===== src/rtl/cs_bank_timer.sv =====
module cs_bank_timer #(
  parameter int BANK_W = 3,
  parameter int WS_W   = 4
) (
  input  logic              clk,
  input  logic              rst_n,
  input  logic              req,
  input  logic [BANK_W-1:0] req_bank,
  input  logic              req_wr,
  input  logic              opt_hold_rd,
  input  logic              opt_relax,
  input  logic              opt_early,
  input  logic [1:0]        opt_acs,
  input  logic [WS_W-1:0]   opt_waits,
  output logic              rdy,
  output logic              cs_n,
  output logic              oe_n,
  output logic              we_n,
  output logic              ack,
  output logic [WS_W+2:0]   cyc_cnt
);
  localparam int CNT_W = WS_W + 3;

  typedef enum logic [1:0] {S_IDLE, S_HOLD, S_ACC} state_t;
  state_t state;

  logic [CNT_W-1:0]  cnt;
  logic              c_wr, c_relax, c_early, c_acs_nz;
  logic [WS_W-1:0]   c_waits;
  logic              l_vld, l_rd, l_hold;
  logic [BANK_W-1:0] l_bank;

  logic [CNT_W-1:0] dly, len, cs_on, cs_off, we_off;
  logic             take, need_hold, in_acc, in_cs, last;

  assign dly    = c_acs_nz ? (c_relax ? CNT_W'(2) : CNT_W'(1)) : '0;
  assign len    = CNT_W'(2) + CNT_W'(c_waits) + dly + CNT_W'(c_relax & c_early);
  assign cs_on  = CNT_W'(1) + dly;
  assign cs_off = (c_early && c_acs_nz) ? len - CNT_W'(1) : len;
  assign we_off = c_early ? len - CNT_W'(1) : len;

  assign in_acc = (state == S_ACC);
  assign last   = in_acc && (cnt == len);
  assign in_cs  = in_acc && (cnt >= cs_on) && (cnt <= cs_off);

  assign rdy     = (state == S_IDLE);
  assign take    = rdy && req;
  assign cs_n    = !in_cs;
  assign oe_n    = !(in_cs && !c_wr);
  assign we_n    = !(in_acc && c_wr && (cnt >= cs_on) && (cnt <= we_off));
  assign ack     = last;
  assign cyc_cnt = cnt;

  assign need_hold = l_vld && l_rd && l_hold && (req_wr || (req_bank != l_bank));

  always_ff @(posedge clk or negedge rst_n) begin
    if (!rst_n) begin
      state    <= S_IDLE;
      cnt      <= '0;
      c_wr     <= 1'b0;
      c_relax  <= 1'b0;
      c_early  <= 1'b0;
      c_acs_nz <= 1'b0;
      c_waits  <= '0;
    end else begin
      case (state)
        S_IDLE: if (take) begin
          c_wr     <= req_wr;
          c_relax  <= opt_relax;
          c_early  <= opt_early;
          c_acs_nz <= (opt_acs != 2'b00);
          c_waits  <= opt_waits;
          if (need_hold) state <= S_HOLD;
          else begin
            state <= S_ACC;
            cnt   <= CNT_W'(1);
          end
        end
        S_HOLD: begin
          state <= S_ACC;
          cnt   <= CNT_W'(1);
        end
        S_ACC: begin
          if (last) begin
            state <= S_IDLE;
            cnt   <= '0;
          end else cnt <= cnt + CNT_W'(1);
        end
        default: state <= S_IDLE;
      endcase
    end
  end

  always_ff @(posedge clk or negedge rst_n) begin
    if (!rst_n) begin
      l_vld  <= 1'b0;
      l_rd   <= 1'b0;
      l_hold <= 1'b0;
      l_bank <= '0;
    end else if (take) begin
      l_vld  <= 1'b1;
      l_rd   <= !req_wr;
      l_hold <= opt_hold_rd;
      l_bank <= req_bank;
    end
  end
endmodule



===== config.mk =====
export PLATFORM = sky130hd
export DESIGN_NAME = cs_bank_timer
export DESIGN_NICKNAME = d
export VERILOG_FILES = /design/src/rtl/cs_bank_timer.sv
export SDC_FILE = /design/constraint.sdc
export NUM_CORES = 1
export LEC_CHECK = 0
export BUFFER_PORTS_ARGS = -buffer_cell sky130_fd_sc_hd__buf_4
export CORE_MARGIN = 2
export CORE_UTILIZATION = 45
export CTS_CLUSTER_DIAMETER = 200
export DETAILED_ROUTE_END_ITERATION = 8
export PLACE_DENSITY = 0.69
export REMOVE_ABC_BUFFERS = 1
export SYNTH_ARGS = -nofsm -noshare
export SYNTH_HDL_FRONTEND = slang
export SYNTH_SLANG_ARGS = --single-unit

===== constraint.sdc =====
create_clock -name clk -period 13.75 [get_ports clk]
set_clock_uncertainty 0.1 [all_clocks]
set_input_delay 2.75 -clock clk [delete_from_list [all_inputs] [get_ports clk]]
set_output_delay 2.75 -clock clk [all_outputs]
set_load 0.01 [all_outputs]

==> summary.md, run 1 <==
| Metric | Value |
|---|---|
| Max Root-Sink Buffers | `2` |
| CP Data Required Time | `10900 ps` |
| Fin. max-slew vios | `0` |
| Setup bufs post-CTS | `0` |
| Hold_ws | `385 ps` |
| Tmin final | `6770 ps` |
| Diode count | `0` |
| Fin. Hold Viols | `0` |
| Initial antenna violation count | `0` |
| DRT antenna net count | `0` |
| Yosys top cell by area | `dfrtp_1` |
| Final setup TNS | `0 ps` |
| Fin cells | `266` |
| Slew headroom | `0.561` |
| Final WL | `3370 um` |
| Area of the die | `0.00456 mm2` |
| Gpl congestion | `0.865` |
| Hold Path End | `l_vld` |
| Most instantiated library cell after synthesis | `dfrtp_1` |
| Status | `finished, final reports clean` |
| Avg Inst Size Synth | `9.56 um2` |
| Setup crit end kind | `primary output` |
| Synth-to-layout area growth | `16.1%` |
| Setup Crit Path Kind | `register to primary output` |
| Cells along the critical path | `nand2b_1, fa_1, inv_1, ha_1, inv_1, fa_1, nand3_1, nor2b_1, nand3_1, ha_1, a21o_1, a21o_1, mux2_2, o31ai_1, nand3b_1, buf_4` |
| Dpl hpwl | `2740 um` |
| Nets | `257` |
| # H-tree levels | `1` |
| Crit-path slowest cell | `fa_1` |
| CTS Buf Count | `3` |
| Starting Density | `0.460` |
| Worst skew pair latency | `260 ps` |
| Cells after Synth | `190` |
| Hold path cells | `1` |
| Post-synth top flop | `dfrtp_1` |
| Cts repair resizes | `0` |
| Via count | `1395` |
| Number of flops mapped to enable cells by yosys | `0` |
| Slew at the pin closest to its max-slew limit | `658 ps` |
| Synth cell count leaders | `23 x dfrtp_1, 22 x ha_1, 18 x nand2_1` |
| Global-route wire length before repair | `5760 um` |
| Asr flop ratio synth | `1.00` |
| Arrival @ worst endpoint | `3920 ps` |
| Post-Syn Area | `0.00182 mm2` |
| Vias in the first global route | `1269` |
| Crit-path max FO | `9` |
| Internal reg-to-reg setup slack | `10340 ps` |
| Yosys top cell area share | `0.317` |
| Row cnt | `23` |
| Die H | `67.5 um` |
| Largest net degree at the start of global routing | `24` |
| Die X | `67.5 um` |
| Number of synthesized register bits | `23` |
| Grt total ovfl | `0` |
| GRT Util Overall | `0.169` |
| Placed insts | `262` |
| Vias/cell | `5.24` |
| Buffers on Ports | `27` |
| DRT Pass-1 Iters | `4` |
| Distinct cells, synth | `40` |
| WL per Instance | `12.7 um` |
| CTS sink count | `23` |
| Drt drc | `0` |
| Final setup violation count | `0` |
| Critical path launch point type | `register` |
| Iter 0 DRT Violations | `71` |
| Register area share after synthesis | `0.317` |
| Worst path max stage delay | `630 ps` |
| Synth area leaders | `dfrtp_1 32%, ha_1 15%, mux2_2 6.8%` |
| R2r startpoint | `c_acs_nz` |
| Clk slew on worst S/H paths | `90 ps` |
| R2R Path End | `cyc_cnt[3]` |
| Worst-case reg-to-reg path depth | `11` |
| TritonCTS clock tree | `yes` |
| Worst hold-check path type | `register to register` |
| Max_cap viols | `0` |
| RSZ-0062 raised after global routing | `false` |
| Ys Warns | `0` |
| Placeable Area | `0.00394 mm2` |
| Clk Tree Root Cell | `clkbuf_8` |
| Ports | `28` |
| Cts hold-fix bufs | `0` |
| Achievable Freq | `148 MHz` |
| Share of layout cells above drive strength 1 | `0.208` |
| Crit share post-route | `0.492` |
| Hold path start | `l_vld` |
## cells by family after synthesis
logic type               after synthesis  share of synthesized area
other                                  1                    0.00207
flip-flops                            23                      0.317
adder cells (fa/ha/maj)               24                      0.174
XOR/XNOR                              18                     0.0910
multiplexers                          11                     0.0682
AO/OA/AOI/OAI                         37                      0.143
buffers and inverters                 18                     0.0372
AND/OR/NAND/NOR                       58                      0.168
## how the worst max path moves through the flow
stage	endpoint	start	slack, ps
floorplan	oe_n	c_relax	7610
global placement	oe_n	c_acs_nz	7290
detailed placement	oe_n	c_acs_nz	7240
CTS	oe_n	c_acs_nz	6970
global route	oe_n	c_acs_nz	6650
finish	oe_n	c_acs_nz	6980
## placed cells by master (no fill, tap or decap), types with 2 or more instances in the layout
cell type / instances
fa_1: 2
nand2_1: 18
a21oi_1: 2
o211ai_1: 2
o21ai_1: 2
nand4_1: 4
buf_4: 27
ha_1: 22
and2_1: 2
nor2b_1: 7
xnor2_1: 12
nand2b_1: 3
o21a_1: 3
mux2_2: 11
dfrtp_1: 23
a21boi_0: 2
a21o_1: 6
nand3b_1: 2
xor2_1: 5
nor2_1: 5
clkbuf_8: 3
inv_1: 13
o21ai_0: 13
nand3_1: 8
a41oi_1: 2
## layout make-up
class | instances | area (um2)
clock buffers | 3 | 41.3
clock inverters | 1 | 5.00
fillers | 378 | 1830
inverters | 13 | 48.8
multi-input cells | 149 | 1170
flip-flops and latches | 23 | 576
well taps | 50 | 62.6
repair buffers | 27 | 203
## worst max-delay path, delay by kind of cell, from the launching register on
kind,cells,cell delay (ps)
buffers and inverters,3,270
AO/OA/AOI/OAI,3,440
AND/OR/NAND/NOR,5,710
multiplexers,1,250
adder cells (fa/ha/maj),4,1480
flip-flops,1,490
## per-layer routing
layer | global-route usage | vias to the layer above | wire length [um]
met5 | 0 | - | 0
met4 | 0.0383 | 0 | 18
met3 | 0.0333 | 2 | 173
met2 | 0.265 | 35 | 1520
met1 | 0.240 | 637 | 1660
li1 | - | 721 | -
## state kept, by name (all words and copies together) (netlist names), 2 cells and up
register  count
c_waits       4
cyc_cnt       7
l_bank        3
state         2
## stage by stage
step | cell area (um2) | util | setup WS (ps)
final | 2110 | 0.535 | 6980
after global routing | 2110 | 0.535 | 6650
after CTS | 2110 | 0.535 | 6970
after detailed placement | 2060 | 0.523 | 7240
after global placement | 2060 | 0.523 | 7290
after floorplan | 1800 | - | 7610
Power of run 1 is left out: the tool's default activity adds up to more than one toggle a clock period on the data nets, which glitch-free logic cannot reach.
==> run 2: changes to the inputs <==
Clock period 13.75 ns to 6.7 ns, I/O delays scaled along.
==> run 2 against run 1 <==
  * Clock-buffer cell count unchanged
  * Register-to-register slack got worse by 7000 ps
  * Setup slack got worse by 5700 ps
  * Sequential cell count unchanged
  * Sequential share of layout area unchanged
  * Non-clock buffer count unchanged
  * Cell count unchanged
  * Final area unchanged
  * Wire length increased by 0.71%
  * Critical path type unchanged
  * Die area unchanged
==> summary.md, run 2 (same netlist as run 1, synthesis figures left out) <==
| Metric | Value |
|---|---|
| Hold path start | `l_vld` |
| Internal reg-to-reg setup slack | `3300 ps (-7040 ps)` |
| Clk Tree Root Cell | `clkbuf_8` |
| Critical path's top delay family | `adder cells` |
| Achievable Freq | `184 MHz` |
| Cts repair resizes | `0 (unchanged)` |
| TritonCTS clock tree | `yes` |
| Largest net degree at the start of global routing | `24 (unchanged)` |
| Critical path launch point type | `register` |
| Dpl hpwl | `2770 um (+0.96%)` |
| Slew at the pin closest to its max-slew limit | `634 ps (-24.1 ps)` |
| # H-tree levels | `1 (unchanged)` |
| Drt drc | `0 (unchanged)` |
| Setup bufs post-CTS | `0 (unchanged)` |
| Commonest non-fill, non-tap cell in the layout | `buf_4` |
| WL per Instance | `12.8 um (+0.71%)` |
| Fin. max-slew vios | `0 (unchanged)` |
| Row cnt | `23 (unchanged)` |
| Nets | `257 (unchanged)` |
| Diode count | `0 (unchanged)` |
| Worst path max stage delay | `500 ps (-130 ps)` |
| Largest register FFs | `7 (unchanged)` |
| Die H | `67.5 um (unchanged)` |
| Flip-flop and latch area | `576 um2 (unchanged)` |
| Starting Density | `0.460 (unchanged)` |
| GRT Util Overall | `0.165 (-0.00381)` |
| DRT antenna net count | `0 (unchanged)` |
| Cts hold-fix bufs | `0 (unchanged)` |
| CP Data Required Time | `5260 ps (-5640 ps)` |
| Gpl congestion | `0.859 (-0.65%)` |
| Slew headroom | `0.577 (+0.0160)` |
| Setup crit end kind | `primary output` |
| RSZ-0062 raised after global routing | `false` |
| Buf+Inv Stages, Crit Path | `3 (unchanged)` |
| Vias in the first global route | `1244 (-2.0%)` |
| CTS Buf Count | `3 (unchanged)` |
| # fillers | `368 (-2.6%)` |
| Final setup violation count | `0 (unchanged)` |
| CTS sink count | `23 (unchanged)` |
| Fin. Hold Viols | `0 (unchanged)` |
| Arrival @ worst endpoint | `3980 ps (+60 ps)` |
| Cells along the critical path | `nand2b_1, fa_1, inv_1, ha_1, inv_1, fa_1, xor2_2, and4_1, nand2_1, xnor2_1, ha_1, a21o_1, a21o_1, mux2_2, o31ai_1, nand3b_1, buf_4` |
| Status | `finished, final reports clean` |
| Final WL | `3390 um (+0.71%)` |
| Area of the die | `0.00456 mm2 (unchanged)` |
| Crit-path slowest cell | `dfrtp_1` |
| Worst-case reg-to-reg path depth | `11 (unchanged)` |
| Ports | `28 (unchanged)` |
| Synth-to-layout area growth | `16.1% (unchanged)` |
| Most frequent cells in the layout | `27 x buf_4, 23 x dfrtp_1, 22 x ha_1, 18 x nand2_1` |
| Via count | `1382 (-0.93%)` |
| Worst hold-check path type | `register to register` |
| Tmin final | `5420 ps` |
| Buffers on Ports | `27 (unchanged)` |
| Share of layout cells above drive strength 1 | `0.208 (unchanged)` |
| R2r startpoint | `c_acs_nz` |
| Clk slew on worst S/H paths | `90 ps (about the same)` |
| Iter 0 DRT Violations | `70 (-1.4%)` |
| Placeable Area | `0.00394 mm2 (unchanged)` |
| Global-route wire length before repair | `5670 um (-1.6%)` |
| Hold Path End | `l_vld` |
| DRT Pass-1 Iters | `4 (unchanged)` |
| Initial antenna violation count | `0 (unchanged)` |
| Grt total ovfl | `0 (unchanged)` |
| Final setup TNS | `0 ps (unchanged)` |
| Hold path cells | `1 (unchanged)` |
| Vias/cell | `5.20 (-0.93%)` |
| Worst skew pair latency | `270 ps (about the same)` |
| Crit share post-route | `0.809` |
| Die X | `67.5 um (unchanged)` |
| Max Root-Sink Buffers | `2 (unchanged)` |
| Hold_ws | `385 ps (-0.0640 ps)` |
| Area of the multi-input gates | `0.00117 mm2 (unchanged)` |
| R2R Path End | `cyc_cnt[3]` |
| Crit-path max FO | `9 (unchanged)` |
| Max_cap viols | `0 (unchanged)` |
| Setup Crit Path Kind | `register to primary output` |
[run 2: worst max-delay path by stage]
stage                  start   end  slack (ps)  depth (start not counted)
global route        c_acs_nz  oe_n        1050                         17
floorplan            c_relax  oe_n        1970                         16
global placement    c_acs_nz  oe_n        1650                         17
finish              c_acs_nz  oe_n        1280                         17
detailed placement  c_acs_nz  oe_n        1570                         17
CTS                 c_acs_nz  oe_n        1290                         17
[run 2: per-layer routing]
layer | up-vias | global-route usage | part of all wire
li1 | 716 | - | -
met1 | 635 | 0.229 | 0.50
met2 | 27 | 0.263 | 0.45
met3 | 4 | 0.0283 | 0.041
met4 | 0 | 0.0459 | 0.011
met5 | - | 0 | 0
[run 2: final cells by class]
class,instances,area share
well taps,50,0.0297
clock buffers,3,0.0196
clock inverters,1,0.00237
repair buffers,27,0.0961
flip-flops and latches,23,0.273
multi-input cells,149,0.556
inverters,13,0.0231
[run 2: metrics by stage]
step / setup WS [ps] / cells / instance area [um2] / util
2_1_floorplan: 1970 / 185 / 1800 / -
3_3_place_gp: 1650 / 262 / 2060 / 0.523
3_5_place_dp: 1570 / 262 / 2060 / 0.523
4_1_cts: 1290 / 266 / 2110 / 0.535
5_1_grt: 1050 / 266 / 2110 / 0.535
6_report: 1280 / 266 / 2110 / 0.535
Power of run 2 is left out for the same reason.
==> run 3: changes to the inputs <==
Settings changed: ABC_AREA from default to 1, PLACE_DENSITY 0.69 to 0.68.
Clock period 6.7 ns to 5.3 ns, I/O delays scaled along.
==> run 3 against run 2 <==
  * Non-clock buffer count is 2 higher
  * Utilization is 1.6 points higher
  * Sequential cell count stayed put
  * Wire length is 29% higher
  * Global-route usage is 3.3 points higher
  * Setup slack worse by 980 ps
  * Final area is 6.0% higher
  * Die area is 5.4% higher
  * Worst hold slack worse by 1.0 ps
  * Sequential share of layout area is 1.5 points lower
  * Critical endpoint is now we_n
  * Highest routed layer unchanged
==> summary.md, run 3 <==
| Metric | Value |
|---|---|
| Status | `finished, final reports clean` |
| Post-Syn Area | `0.00192 mm2 (+5.7%)` |
| Dpl hpwl | `3390 um (+23%)` |
| WL per Instance | `12.4 um (-2.9%)` |
| Asr flop ratio synth | `1.00 (unchanged)` |
| Setup crit end kind | `primary output` |
| Fin. max-slew vios | `0 (unchanged)` |
| Die H | `69.3 um (+2.7%)` |
| Number of synthesized register bits | `23 (unchanged)` |
| Die X | `69.3 um (+2.7%)` |
| Cell mode on critical path | `nand2_1` |
| Vias/cell | `4.98 (-4.2%)` |
| GRT Util Overall | `0.198 (+0.0329)` |
| Via count | `1757 (+27%)` |
| Crit-path slowest cell | `fa_2` |
| Largest net degree at the start of global routing | `24 (unchanged)` |
| Synth-to-layout area growth | `16.4%` |
| DRT antenna net count | `0 (unchanged)` |
| Utilization after layout | `0.551 (+0.0160)` |
| Commonest non-fill, non-tap cell in the layout | `nand2_1` |
| Achievable Freq | `200 MHz` |
| Tmin final | `5000 ps` |
| Final setup violation count | `0 (unchanged)` |
| Max Root-Sink Buffers | `2 (unchanged)` |
| Worst hold-check path type | `register to register` |
| Hold_ws | `384 ps (-1.02 ps)` |
| Synth cell count leaders | `76 x nand2_1, 40 x inv_1, 28 x o21ai_0` |
| Diode count | `0 (unchanged)` |
| Share of layout cells above drive strength 1 | `0.162 (-0.0466)` |
| Post-synth top flop | `dfrtp_1` |
| Hold path start | `l_vld` |
| Buffers on Ports | `27 (unchanged)` |
| Starting Density | `0.473 (+0.0125)` |
| TritonCTS clock tree | `yes` |
| R2r startpoint | `c_acs_nz` |
| Vias in the first global route | `1744 (+40%)` |
| Nets | `344 (+34%)` |
| Critical path launch point type | `register` |
| Global-route wire length before repair | `7860 um (+39%)` |
| Largest register FFs | `7 (unchanged)` |
| Cells along the critical path | `inv_1, or2_2, fa_1, inv_1, ha_1, inv_1, fa_2, nand4_1, nor2_1, nand2_1, nand2_1, inv_1, ha_1, nand2_1, nor2_2, nand2_1, o211ai_1, nand2_1, nand3_1, buf_4` |
| Worst path max stage delay | `640 ps (+140 ps)` |
| Fin cells | `353 (+33%)` |
| Crit share post-route | `0.943` |
| Area of the die | `0.00480 mm2 (+5.4%)` |
| Row cnt | `23 (unchanged)` |
| Placeable Area | `0.00406 mm2 (+2.9%)` |
| # H-tree levels | `1 (unchanged)` |
| CTS sink count | `23 (unchanged)` |
| Distinct cells, synth | `26 (-35%)` |
| Most frequent cells in the layout | `76 x nand2_1, 40 x inv_1, 29 x buf_4, 28 x o21ai_0, 23 x dfrtp_1` |
| Ports | `28 (unchanged)` |
| Synth area leaders | `dfrtp_1 30%, nand2_1 15%, ha_1 14%` |
| Cells after Synth | `273 (+44%)` |
| Register area share after synthesis | `0.300 (-0.0172)` |
| Clk Tree Root Cell | `clkbuf_8` |
| Gpl congestion | `0.895 (+4.1%)` |
| Yosys top cell area share | `0.300 (-0.0172)` |
| Max_cap viols | `0 (unchanged)` |
| Final worst setup slack | `301 ps (-977 ps)` |
| DRT Pass-1 Iters | `4 (unchanged)` |
| Clk slew on worst S/H paths | `100 ps (about the same)` |
| Critical path's top delay family | `adder cells` |
| Worst Setup SP | `c_acs_nz` |
| Ys Warns | `0 (unchanged)` |
| CTS Buf Count | `3 (unchanged)` |
| Placed insts | `347 (+32%)` |
| Iter 0 DRT Violations | `79 (+13%)` |
| Fin. Hold Viols | `0 (unchanged)` |
| Final WL | `4370 um (+29%)` |
| Buf+Inv Stages, Crit Path | `5 (+2)` |
| Most instantiated library cell after synthesis | `nand2_1` |
| Setup Crit Path Kind | `register to primary output` |
| DP Worst Slack | `582 ps (-992 ps)` |
| Avg Inst Size Synth | `7.03 um2 (-26%)` |
| Arrival @ worst endpoint | `3840 ps (-140 ps)` |
| Initial antenna violation count | `0 (unchanged)` |
| Number of flops mapped to enable cells by yosys | `0 (unchanged)` |
| Worst skew pair latency | `270 ps (about the same)` |
| Yosys top cell by area | `dfrtp_1` |
| Crit-path max FO | `7 (-2)` |
| Drt drc | `0 (unchanged)` |
| Grt total ovfl | `0 (unchanged)` |
| CP Data Required Time | `4140 ps (-1120 ps)` |
[run 3: cell types whose count changed after synthesis, sizes merged, moves of 4 or more]
cell | before | now
nand2 | 18 | 80
o21ai | 15 | 28
nor2 | 5 | 27
a21oi | 2 | 6
nand3 | 8 | 18
a21o | 6 | 0
inv | 13 | 42
nor2b | 7 | 0
xnor2 | 12 | 3
mux2 | 11 | 0
clkbuf | 5 | 0
[run 3: cell type report]
cell class              instances  area, um2
fillers                       387       1820
multi-input cells             205       1170
flip-flops and latches         23        576
repair buffers                 29        218
inverters                      42        158
well taps                      50       62.6
clock buffers                   3       41.3
clock inverters                 1       5.00
[run 3: cells by family (layout without fill, tap and decap cells)]
group | Yosys count | after routing | share of synthesized area
other | 1 | 1 | 0.00195
AND/OR/NAND/NOR | 137 | 137 | 0.313
AO/OA/AOI/OAI | 37 | 37 | 0.100
XOR/XNOR | 6 | 6 | 0.0274
adder cells (fa/ha/maj) | 24 | 24 | 0.164
flip-flops | 23 | 23 | 0.300
buffers and inverters | 45 | 75 | 0.0932
[run 3: metrics by stage]
step	area (um2)	TNS, ps
finish	2230	0
global route	2230	-15.5
CTS	2210	0
detailed placement	2160	0
global placement	2160	0
floorplan	1900	0
[run 3: routing by layer]
metal  track usage  up-vias  part of all wire
met4        0.0501        0            0.0055
met3        0.0218        2             0.027
met5             0        -                 0
li1              -      935                 -
met1         0.279      792              0.52
met2         0.324       28              0.45
[run 3: repair_timing]
item,CTS,global route
hold endpoints to repair,0,0
setup buffers,0,2
resized for setup,0,4
hold buffers,0,0
setup endpoints to repair,0,3
[run 3: path summary, 6_finish.rpt]
check / end / slack, ps / depth (start not counted)
min: l_vld / 380 / 1
min reg2reg: l_vld / 380 / 1
max: we_n / 300 / 20
max in group asynchronous: cyc_cnt[6] / 4290 / 1
min in group asynchronous: c_waits[1] / 560 / 1
max reg2reg: cyc_cnt[0] / 2180 / 17
Power of run 3 is left out for the same reason.
